### src/rtl/bb_pkg.sv
package bb_pkg;
  localparam int NCAUSE    = 3;
  localparam int CAUSE_MISS = 0;
  localparam int CAUSE_WB   = 1;
  localparam int CAUSE_TGT  = 2;

  typedef enum logic [1:0] {
    KIND_MISS     = 2'd0,
    KIND_WRITE    = 2'd1,
    KIND_UNCACHED = 2'd2,
    KIND_BAD      = 2'd3
  } allocKind_e;

  // Strobes from control to datapath
  typedef struct packed {
    logic doAlloc;
    logic allocQ;
    logic doIssue;
    logic issueQ;
    logic allocRej;
  } strobe_t;
endpackage

### src/rtl/bb_queue.sv
module bb_queue #(
  parameter int DEPTH   = 4,
  parameter int IDX_W   = 3,
  parameter int ADDR_W  = 32,
  parameter int LEN_W   = 7,
  parameter int ORDER_W = 16,
  parameter int TIME_W  = 32
) (
  input  logic               clk,
  input  logic               rstN,
  input  logic               allocEn,
  input  logic [ADDR_W-1:0]  wrAddr,
  input  logic [LEN_W-1:0]   wrLen,
  input  logic [ORDER_W-1:0] wrOrder,
  input  logic [TIME_W-1:0]  wrReady,
  input  logic               issueEn,
  input  logic [IDX_W-1:0]   issueIdx,
  output logic               full,
  output logic               almostFull,
  output logic [IDX_W-1:0]   freeIdx,
  output logic               idxPending,
  output logic [ADDR_W-1:0]  rdAddr,
  output logic [LEN_W-1:0]   rdLen,
  output logic [ORDER_W-1:0] rdOrder,
  output logic [TIME_W-1:0]  minReady
);
  localparam int CNTW = $clog2(DEPTH + 1);

  logic [DEPTH-1:0]   pend;
  logic [ADDR_W-1:0]  eAddr  [DEPTH];
  logic [LEN_W-1:0]   eLen   [DEPTH];
  logic [ORDER_W-1:0] eOrder [DEPTH];
  logic [TIME_W-1:0]  eReady [DEPTH];
  logic [CNTW-1:0]    cnt;

  always_comb begin
    freeIdx = '0;
    for (int i = DEPTH - 1; i >= 0; i--)
      if (!pend[i]) freeIdx = IDX_W'(i);
    cnt = '0;
    for (int i = 0; i < DEPTH; i++) cnt = cnt + CNTW'(pend[i]);
    idxPending = 1'b0;
    rdAddr = '0;
    rdLen = '0;
    rdOrder = '0;
    minReady = '1;
    for (int i = 0; i < DEPTH; i++) begin
      if (issueIdx == IDX_W'(i)) begin
        idxPending = pend[i];
        rdAddr = eAddr[i];
        rdLen = eLen[i];
        rdOrder = eOrder[i];
      end
      if (pend[i] && eReady[i] < minReady) minReady = eReady[i];
    end
  end

  assign full       = (cnt == CNTW'(DEPTH));
  assign almostFull = (cnt == CNTW'(DEPTH - 1));

  always_ff @(posedge clk or negedge rstN) begin
    if (!rstN) begin
      pend <= '0;
    end else begin
      for (int i = 0; i < DEPTH; i++) begin
        if (allocEn && freeIdx == IDX_W'(i)) pend[i] <= 1'b1;
        if (issueEn && issueIdx == IDX_W'(i)) pend[i] <= 1'b0;
      end
    end
  end

  always_ff @(posedge clk) begin
    for (int i = 0; i < DEPTH; i++) begin
      if (allocEn && freeIdx == IDX_W'(i)) begin
        eAddr[i]  <= wrAddr;
        eLen[i]   <= wrLen;
        eOrder[i] <= wrOrder;
        eReady[i] <= wrReady;
      end
    end
  end
endmodule

### src/rtl/bb_datapath.sv
module bb_datapath
  import bb_pkg::*;
#(
  parameter int ADDR_W     = 32,
  parameter int BLK_BYTES  = 64,
  parameter int MISS_DEPTH = 4,
  parameter int WB_DEPTH   = 8,
  parameter int ORDER_W    = 16,
  parameter int TIME_W     = 32,
  parameter int LEN_W      = 7,
  parameter int IDX_W      = 3
) (
  input  logic               clk,
  input  logic               rstN,
  input  strobe_t            strb,
  input  logic [1:0]         allocKind,
  input  logic [ADDR_W-1:0]  allocAddr,
  input  logic [LEN_W-1:0]   allocSize,
  input  logic [TIME_W-1:0]  allocReadyAt,
  input  logic [IDX_W-1:0]   issueIdx,
  output logic [1:0]         qFull,
  output logic [1:0]         qAlmost,
  output logic [1:0]         qIdxPend,
  output logic               allocAck,
  output logic               allocErr,
  output logic               allocQueue,
  output logic [IDX_W-1:0]   allocIdx,
  output logic [ORDER_W-1:0] allocOrder,
  output logic [ADDR_W-1:0]  allocLineAddr,
  output logic [LEN_W-1:0]   allocLen,
  output logic               issueAck,
  output logic [ADDR_W-1:0]  issueAddr,
  output logic [LEN_W-1:0]   issueLen,
  output logic [ORDER_W-1:0] issueOrder,
  output logic [TIME_W-1:0]  nextReady
);
  localparam logic [ADDR_W-1:0] BLK_MASK = ADDR_W'(BLK_BYTES - 1);

  logic [ORDER_W-1:0] orderCnt;
  logic [ADDR_W-1:0]  entAddr;
  logic [LEN_W-1:0]   entLen;
  logic [IDX_W-1:0]   freeIdx  [2];
  logic [ADDR_W-1:0]  rdAddr   [2];
  logic [LEN_W-1:0]   rdLen    [2];
  logic [ORDER_W-1:0] rdOrder  [2];
  logic [TIME_W-1:0]  minReady [2];

  always_comb begin
    if (allocKind == KIND_MISS) begin
      entAddr = allocAddr & ~BLK_MASK;
      entLen  = LEN_W'(BLK_BYTES);
    end else begin
      entAddr = allocAddr;
      entLen  = allocSize;
    end
  end

  for (genvar q = 0; q < 2; q++) begin : gQueue
    bb_queue #(
      .DEPTH  (q == 0 ? MISS_DEPTH : WB_DEPTH),
      .IDX_W  (IDX_W),
      .ADDR_W (ADDR_W),
      .LEN_W  (LEN_W),
      .ORDER_W(ORDER_W),
      .TIME_W (TIME_W)
    ) u_queue (
      .clk       (clk),
      .rstN      (rstN),
      .allocEn   (strb.doAlloc && (strb.allocQ == 1'(q))),
      .wrAddr    (entAddr),
      .wrLen     (entLen),
      .wrOrder   (orderCnt),
      .wrReady   (allocReadyAt),
      .issueEn   (strb.doIssue && (strb.issueQ == 1'(q))),
      .issueIdx  (issueIdx),
      .full      (qFull[q]),
      .almostFull(qAlmost[q]),
      .freeIdx   (freeIdx[q]),
      .idxPending(qIdxPend[q]),
      .rdAddr    (rdAddr[q]),
      .rdLen     (rdLen[q]),
      .rdOrder   (rdOrder[q]),
      .minReady  (minReady[q])
    );
  end

  assign nextReady = (minReady[0] < minReady[1]) ? minReady[0] : minReady[1];

  always_ff @(posedge clk or negedge rstN) begin
    if (!rstN) begin
      orderCnt      <= '0;
      allocAck      <= 1'b0;
      allocErr      <= 1'b0;
      allocQueue    <= 1'b0;
      allocIdx      <= '0;
      allocOrder    <= '0;
      allocLineAddr <= '0;
      allocLen      <= '0;
      issueAck      <= 1'b0;
      issueAddr     <= '0;
      issueLen      <= '0;
      issueOrder    <= '0;
    end else begin
      allocAck <= strb.doAlloc;
      allocErr <= strb.allocRej;
      issueAck <= strb.doIssue;
      if (strb.doAlloc) begin
        orderCnt      <= orderCnt + 1'b1;
        allocQueue    <= strb.allocQ;
        allocIdx      <= freeIdx[strb.allocQ];
        allocOrder    <= orderCnt;
        allocLineAddr <= entAddr;
        allocLen      <= entLen;
      end
      if (strb.doIssue) begin
        issueAddr  <= rdAddr[strb.issueQ];
        issueLen   <= rdLen[strb.issueQ];
        issueOrder <= rdOrder[strb.issueQ];
      end
    end
  end
endmodule

### src/rtl/bb_control.sv
module bb_control
  import bb_pkg::*;
#(
  parameter int TIME_W = 32,
  parameter int CNT_W  = 32
) (
  input  logic                    clk,
  input  logic                    rstN,
  input  logic                    allocValid,
  input  logic [1:0]              allocKind,
  input  logic                    allocReqBus,
  input  logic                    issueValid,
  input  logic                    issueQueue,
  input  logic                    noTgtSet,
  input  logic                    noTgtClr,
  input  logic                    prefetchReq,
  input  logic [1:0]              qFull,
  input  logic [1:0]              qAlmost,
  input  logic [1:0]              qIdxPend,
  output strobe_t                 strb,
  output logic [NCAUSE-1:0]       blockMask,
  output logic                    blockOut,
  output logic [NCAUSE-1:0]       busReq,
  output logic [NCAUSE*CNT_W-1:0] evtFlat,
  output logic [NCAUSE*CNT_W-1:0] cycFlat
);
  logic [TIME_W-1:0] cycNow;
  logic [TIME_W-1:0] startCyc;
  logic [CNT_W-1:0]  evtCnt [NCAUSE];
  logic [CNT_W-1:0]  cycCnt [NCAUSE];
  logic [NCAUSE-1:0] setB;
  logic [NCAUSE-1:0] clrB;
  logic [NCAUSE-1:0] maskNext;
  logic              allocQ;
  logic              doAlloc;
  logic              doIssue;
  logic              goIdle;
  logic [1:0]        chargeIdx;

  assign allocQ  = (allocKind == KIND_WRITE);
  assign doAlloc = allocValid && (allocKind != KIND_BAD) && !qFull[allocQ];
  assign doIssue = issueValid && qIdxPend[issueQueue];

  always_comb begin
    strb.doAlloc  = doAlloc;
    strb.allocQ   = allocQ;
    strb.doIssue  = doIssue;
    strb.issueQ   = issueQueue;
    strb.allocRej = allocValid && !doAlloc;
    for (int q = 0; q < 2; q++) begin
      setB[q] = doAlloc && (allocQ == 1'(q)) && qAlmost[q] &&
                !(doIssue && issueQueue == 1'(q));
      clrB[q] = doIssue && (issueQueue == 1'(q)) && qFull[q];
    end
    setB[CAUSE_TGT] = noTgtSet && !noTgtClr;
    clrB[CAUSE_TGT] = noTgtClr && !noTgtSet && blockMask[CAUSE_TGT];
    maskNext = (blockMask & ~clrB) | setB;
    goIdle   = (blockMask != '0) && (maskNext == '0);
    chargeIdx = 2'd0;
    for (int c = NCAUSE - 1; c >= 0; c--)
      if (clrB[c]) chargeIdx = 2'(c);
  end

  assign blockOut = |blockMask;

  always_ff @(posedge clk or negedge rstN) begin
    if (!rstN) begin
      cycNow    <= '0;
      startCyc  <= '0;
      blockMask <= '0;
      busReq    <= '0;
      for (int c = 0; c < NCAUSE; c++) begin
        evtCnt[c] <= '0;
        cycCnt[c] <= '0;
      end
    end else begin
      cycNow    <= cycNow + 1'b1;
      blockMask <= maskNext;
      busReq    <= {prefetchReq,
                    doAlloc && allocQ && allocReqBus,
                    doAlloc && !allocQ && allocReqBus};
      if (blockMask == '0 && setB != '0) begin
        startCyc <= cycNow;
        for (int c = 0; c < NCAUSE; c++)
          if (setB[c]) evtCnt[c] <= evtCnt[c] + 1'b1;
      end
      if (goIdle)
        cycCnt[chargeIdx] <= cycCnt[chargeIdx] + CNT_W'(cycNow - startCyc);
    end
  end

  for (genvar c = 0; c < NCAUSE; c++) begin : gFlat
    assign evtFlat[c*CNT_W +: CNT_W] = evtCnt[c];
    assign cycFlat[c*CNT_W +: CNT_W] = cycCnt[c];
  end
endmodule

### src/rtl/miss_wb_blocker.sv
module miss_wb_blocker
  import bb_pkg::*;
#(
  parameter int ADDR_W     = 32,
  parameter int BLK_BYTES  = 64,
  parameter int MISS_DEPTH = 4,
  parameter int WB_DEPTH   = 8,
  parameter int ORDER_W    = 16,
  parameter int TIME_W     = 32,
  parameter int CNT_W      = 32,
  parameter int LEN_W      = $clog2(BLK_BYTES) + 1,
  parameter int IDX_W      = $clog2(MISS_DEPTH > WB_DEPTH ? MISS_DEPTH : WB_DEPTH)
) (
  input  logic                 clk,
  input  logic                 rstN,
  input  logic                 allocValid,
  input  logic [1:0]           allocKind,
  input  logic [ADDR_W-1:0]    allocAddr,
  input  logic [LEN_W-1:0]     allocSize,
  input  logic [TIME_W-1:0]    allocReadyAt,
  input  logic                 allocReqBus,
  input  logic                 issueValid,
  input  logic                 issueQueue,
  input  logic [IDX_W-1:0]     issueIdx,
  input  logic                 noTgtSet,
  input  logic                 noTgtClr,
  input  logic                 prefetchReq,
  output logic                 allocAck,
  output logic                 allocErr,
  output logic                 allocQueue,
  output logic [IDX_W-1:0]     allocIdx,
  output logic [ORDER_W-1:0]   allocOrder,
  output logic [ADDR_W-1:0]    allocLineAddr,
  output logic [LEN_W-1:0]     allocLen,
  output logic                 issueAck,
  output logic [ADDR_W-1:0]    issueAddr,
  output logic [LEN_W-1:0]     issueLen,
  output logic [ORDER_W-1:0]   issueOrder,
  output logic                 blockOut,
  output logic [2:0]           blockMask,
  output logic [2:0]           busReq,
  output logic [TIME_W-1:0]    nextReady,
  output logic [3*CNT_W-1:0]   blockEvtCnt,
  output logic [3*CNT_W-1:0]   blockCycCnt
);
  strobe_t    strb;
  logic [1:0] qFull;
  logic [1:0] qAlmost;
  logic [1:0] qIdxPend;

  bb_control #(.TIME_W(TIME_W), .CNT_W(CNT_W)) u_ctrl (
    .clk(clk), .rstN(rstN),
    .allocValid(allocValid), .allocKind(allocKind), .allocReqBus(allocReqBus),
    .issueValid(issueValid), .issueQueue(issueQueue),
    .noTgtSet(noTgtSet), .noTgtClr(noTgtClr), .prefetchReq(prefetchReq),
    .qFull(qFull), .qAlmost(qAlmost), .qIdxPend(qIdxPend),
    .strb(strb), .blockMask(blockMask), .blockOut(blockOut), .busReq(busReq),
    .evtFlat(blockEvtCnt), .cycFlat(blockCycCnt)
  );

  bb_datapath #(
    .ADDR_W(ADDR_W), .BLK_BYTES(BLK_BYTES), .MISS_DEPTH(MISS_DEPTH),
    .WB_DEPTH(WB_DEPTH), .ORDER_W(ORDER_W), .TIME_W(TIME_W),
    .LEN_W(LEN_W), .IDX_W(IDX_W)
  ) u_dp (
    .clk(clk), .rstN(rstN), .strb(strb),
    .allocKind(allocKind), .allocAddr(allocAddr), .allocSize(allocSize),
    .allocReadyAt(allocReadyAt), .issueIdx(issueIdx),
    .qFull(qFull), .qAlmost(qAlmost), .qIdxPend(qIdxPend),
    .allocAck(allocAck), .allocErr(allocErr), .allocQueue(allocQueue),
    .allocIdx(allocIdx), .allocOrder(allocOrder),
    .allocLineAddr(allocLineAddr), .allocLen(allocLen),
    .issueAck(issueAck), .issueAddr(issueAddr), .issueLen(issueLen),
    .issueOrder(issueOrder), .nextReady(nextReady)
  );
endmodule

### config.mk
export PLATFORM = sky130hd
export DESIGN_NAME = miss_wb_blocker
export DESIGN_NICKNAME = d
export VERILOG_FILES = /design/src/rtl/bb_pkg.sv /design/src/rtl/bb_queue.sv /design/src/rtl/bb_datapath.sv /design/src/rtl/bb_control.sv /design/src/rtl/miss_wb_blocker.sv
export SDC_FILE = /design/constraint.sdc
export NUM_CORES = 2
export LEC_CHECK = 0
export BUFFER_PORTS_ARGS = -buffer_cell sky130_fd_sc_hd__clkbuf_2
export CORE_MARGIN = 1
export CORE_UTILIZATION = 66
export DETAILED_ROUTE_END_ITERATION = 10
export PLACE_DENSITY = 0.86
export SLEW_MARGIN = 20
export SYNTH_ARGS = -nofsm -noshare
export SYNTH_HDL_FRONTEND = slang
export SYNTH_HIERARCHICAL = 1
export SYNTH_SLANG_ARGS = --single-unit
### constraint.sdc
create_clock -name clk -period 66.9 [get_ports clk]
set_input_delay 20.07 -clock clk [delete_from_list [all_inputs] [get_ports clk]]
set_output_delay 20.07 -clock clk [all_outputs]
set_load 0.02 [all_outputs]
==> impl.org <==
** Setup path
- Counting both buffers and inverters, the worst setup path holds a total of 12.
- Critical path capture point type :: primary output
- CP top delay family :: compound AO/OA/AOI/OAI gates
- For this run, the slowest stage of the critical path takes 0.88 ns.
- By instance count, the cell type seen most on the critical path is sky130_fd_sc_hd__a21oi_1.
- In this run the worst path has a maximum fanout of 52.
- Data required time of the worst path :: 46.83 ns
- Data arrives at the worst endpoint at 26.19 ns.
- The largest individual stage delay along the critical path comes from the cell sky130_fd_sc_hd__nor2_4.
- For flop-to-flop paths, the worst setup slack is 58.02 ns.
- Classification of the worst setup path :: reg -> out
- Element type at the critical path start :: flip-flop

** CTS
- The clock reaches the later pin of the worst-skew pair after 0.79 ns.
- Clock tree from TritonCTS :: built
- Hold-fix buffers, CTS :: 0
- Num CTS Buffers :: 148
- After clock tree synthesis, the repair step resized 0 gates.
- Counting along the longest clock path gives a buffer depth of 3.
- Clock tree synthesis selected as its root buffer the cell sky130_fd_sc_hd__clkbuf_16.
- Number of H-tree branching levels :: 4
- Clk slew on worst S/H paths :: 0.06 ns
- Number of post-CTS setup repair buffers :: 0
- Number of clock sinks :: 1451

** Logic synthesis
- Sorting the synthesized cells by area gives the leading types as sky130_fd_sc_hd__edfxtp_1 (44%), sky130_fd_sc_hd__dfrtp_1 (14%), sky130_fd_sc_hd__ha_1 (6.5%).
- Post-synth EDFFs :: 1044
- For this run, the register share of the synthesized area comes to 0.5890.
- Area share of the leading cell type in the synthesized netlist :: 0.4446
- Synth Instances :: 5499
- Synthesis warning total :: 6
- Counting every net in the synthesized netlist gives 5989.
- Of the total synthesized cell area, the portion taken by AND, OR, NAND and NOR gates is 0.09116.
- The biggest area contributor in the post-synthesis netlist is sky130_fd_sc_hd__edfxtp_1.
- Dominant combinational cell family by area after synthesis :: compound AO/OA/AOI/OAI gates
- For this run, asynchronously set or reset flops after synthesis account for 0.2805.
- The number of different library cells used by synthesis comes to 117.
- Average instance area after synthesis :: 12.82 sq um
- Synthesis-stage register bit count :: 1451
- Compound-Gate Fraction of Synth Area :: 0.09680
- Netlist Area Pre-Place :: 70520 sq um
- Measured against the total synthesized area, the mux share comes to 0.09340.
- Of the total synthesized cell area, the portion taken by XOR and XNOR cells is 0.02049.
- Fraction of the mapped netlist area in adder cells :: 0.07569
- Among all flip-flop cells after synthesis, the most frequent one is sky130_fd_sc_hd__edfxtp_1.

** Placement
- Port buffering added 432 buffers.
- The number of placed instances, taps included, is 7148.
- GPL Wtd Cong :: 0.9644
- The wire-length estimate of the detail-placed layout is 119.6 mm.

** Power and ir drop
- The share of total power dissipated in sequential elements is 0.314.
- Of the total power, combinational logic draws 0.453.
- The analysis attributes to net switching a power of 1.477 mW.
- Relative contribution of the clock network to total power :: 0.233
- Power per standard cell area :: 46.29 nW/um^2
- The internal power of the cells totals 2.184 mW.
- Leakage power :: 32.10 nW
- Worst VDD drop :: 69.75 uV
- Switching power share of the total :: 0.4034

** Global routing
- Entering global routing, the biggest net connects 116 pins.
- Antenna violations before repair :: 3
- Global routing finished with a remaining overflow of 0.
- Total track usage :: 0.3406
- Global-route wire length before repair :: 280.5 mm
- Via count of the first global-routing pass :: 48339

** Floorplanning
- Floorplan die width :: 328.9 um
- In this run the count of I/O pins placed on the die edge is 433.
- In this run the core area contains 119 standard-cell rows.
- The floorplan step defined a die boundary enclosing 108200 sq um.
- For this configuration, the core starts out at a cell density of 0.6680.
- Core Box Area :: 105600 sq um
- From bottom edge to top edge, the die measures 328.9 um.

** STA
- Final Cycle Share :: 0.6914
- Number of endpoints with negative hold slack in the final report :: 0
- Counting I/O delays and the setup requirement, the final critical path takes 46.26 ns.
- Setup violations remaining at the end of the flow were counted as 0.
- Adding up every negative setup slack in the final design gives 0 ns.
- The number of slew-limit violations in the final report is 0.
- Headroom to the max-slew limit came out at 0.2001.
- Between clock sinks in the finished design, the worst skew comes to 0.03892 ns.
- Setup repair after global routing left no endpoint under its margin.
- At the pin with the least slew margin, the transition time is 1.185 ns.
- Maximum clock rate :: 0.02162 GHz

** Routing
- Vias after detailed routing :: 48326
- The routed design has 184.8 mm of wire.
- In the routed design, unresolved DRC markers number 24.
- Detailed-route vias per instance :: 6.508
- The first routing iteration left 5438 violations.
- The detail route stage leaves a number of antenna-violating nets equal to 0.
- Detailed-routing iteration count for the pre-antenna-repair pass :: 11
- Per-cell routed wire length :: 24.89 um

** Finish
- The number of antenna diodes in the final layout is 0.
- Syn-to-layout area delta :: 12.14%
- In the final design database the tool counted 6398 nets.
- In the final layout, the share of cells above drive strength 1 is 0.1841.
- After the flow finishes, the layout carries non-filler instances totaling 7426.

** Min path
- Worst hold path class :: reg -> reg

** Run status
- Violated checks :: DRC
- Run status :: finished, violations left

** Flow run
- The tool flagged a number of max-cap violations equal to 0.
## path summary, 6_finish.rpt
kind	depth (start not counted)	from	to
max in group asynchronous	3	rstN	u_dp/allocLineAddr[24]
worst max register to register	24	u_dp/gQueue[1].u_queue/pend[0]	u_ctrl/cycFlat[50]
worst min register to register	1	u_ctrl/evtFlat[63]	u_ctrl/evtFlat[63]
worst max-delay path	95	u_dp/gQueue[1].u_queue/eReady[0][9]	nextReady[0]
min in group asynchronous	1	rstN	u_ctrl/cycFlat[3]
worst min-delay path	1	u_ctrl/evtFlat[63]	u_ctrl/evtFlat[63]
## synth_stat cells, drive strengths merged, types with 102 or more instances
| cell | n |
|---|---|
| nand4 | 102 |
| mux2 | 208 |
| nor2 | 350 |
| inv | 319 |
| edfxtp | 1044 |
| a21oi | 448 |
| nand2 | 448 |
| dfrtp | 407 |
| nor2b | 109 |
| mux2i | 226 |
| clkbuf | 150 |
| o21ai | 170 |
| ha | 369 |
| xnor2 | 116 |
## final cells by class
cell class / count / area (sq um)
Clock inverter: 71 / 898.4
Sequential cell: 1451 / 41530
Multi-Input combinational cell: 3490 / 26800
Clock buffer: 206 / 4195
Fill cell: 6359 / 26490
Inverter: 319 / 1197
Timing Repair Buffer: 498 / 2714
Tap cell: 1391 / 1740
## cell usage in the layout, fill, tap and decap left out, drive strengths merged, types with 88 or more instances in the layout
| cell type | count |
|---|---|
| a21o | 94 |
| a21oi | 448 |
| clkbuf | 635 |
| dfrtp | 407 |
| edfxtp | 1044 |
| ha | 369 |
| inv | 323 |
| mux2 | 208 |
| mux2i | 226 |
| mux4 | 88 |
| nand2 | 448 |
| nand3 | 91 |
| nand4 | 102 |
| nor2 | 350 |
| nor2b | 109 |
| o21ai | 170 |
| xnor2 | 116 |
## metrics by stage
| step | cell area, sq um | setup WS, ns | utilization | hold slack [ns] | total power [mW] |
|---|---|---|---|---|---|
| final | 79080 | 20.64 | 0.7491 | 0.4729 | 3.661 |
| after CTS | 79060 | 20.02 | 0.7489 | 0.4809 | 3.637 |
| after global placement | 73960 | 21.73 | 0.7006 | 0.4718 | 2.716 |
| after floorplan | 70520 | 26.04 | - | 0.4607 | 2.309 |
| after global routing | 79080 | 18.80 | 0.7491 | 0.4962 | 3.860 |
| after detailed placement | 73960 | 21.05 | 0.7006 | 0.4649 | 2.769 |
## state kept, by name (all words and copies together), names as in the netlist, 3 cells and up
name / flops
u_ctrl/blockMask: 3
u_ctrl/busReq: 3
u_ctrl/cycFlat: 96
u_ctrl/cycNow: 32
u_ctrl/evtFlat: 96
u_ctrl/startCyc: 32
u_dp/allocIdx: 3
u_dp/allocLen: 7
u_dp/allocLineAddr: 32
u_dp/allocOrder: 16
u_dp/gQueue.u_queue/eAddr: 384
u_dp/gQueue.u_queue/eLen: 84
u_dp/gQueue.u_queue/eOrder: 192
u_dp/gQueue.u_queue/eReady: 384
u_dp/gQueue.u_queue/pend: 12
u_dp/issueAddr: 32
u_dp/issueLen: 7
u_dp/issueOrder: 16
u_dp/orderCnt: 16
## routing by layer
metal | wire length (um) | track usage | vias up
met5 | 22 | 0 | -
met4 | 7896 | 0.1580 | 4
met3 | 17890 | 0.06657 | 517
met2 | 88000 | 0.5461 | 2703
met1 | 71010 | 0.4516 | 23853
li1 | - | - | 21249
## cell families (layout without fill, tap and decap cells)
logic type	count (synthesis)	after routing
AOI/OAI and AO/OA	1070	1070
xor gates and xnor gates	165	165
adders and majority gates	405	405
buffers and inverters	558	1094
DFF	1451	1451
muxes	522	522
other	1	1
and+or+nand+nor	1327	1327
## power by group through the flow
stage	Clock, mW	Combinational [mW]	Sequential [mW]
after detailed placement	0	1.61	1.16
after floorplan	0	1.10	1.21
final	0.852	1.66	1.15
after global routing	0.893	1.81	1.16
after global placement	0	1.56	1.15
after CTS	0.859	1.63	1.15
Note: power is estimated with default switching activity, not from simulation.
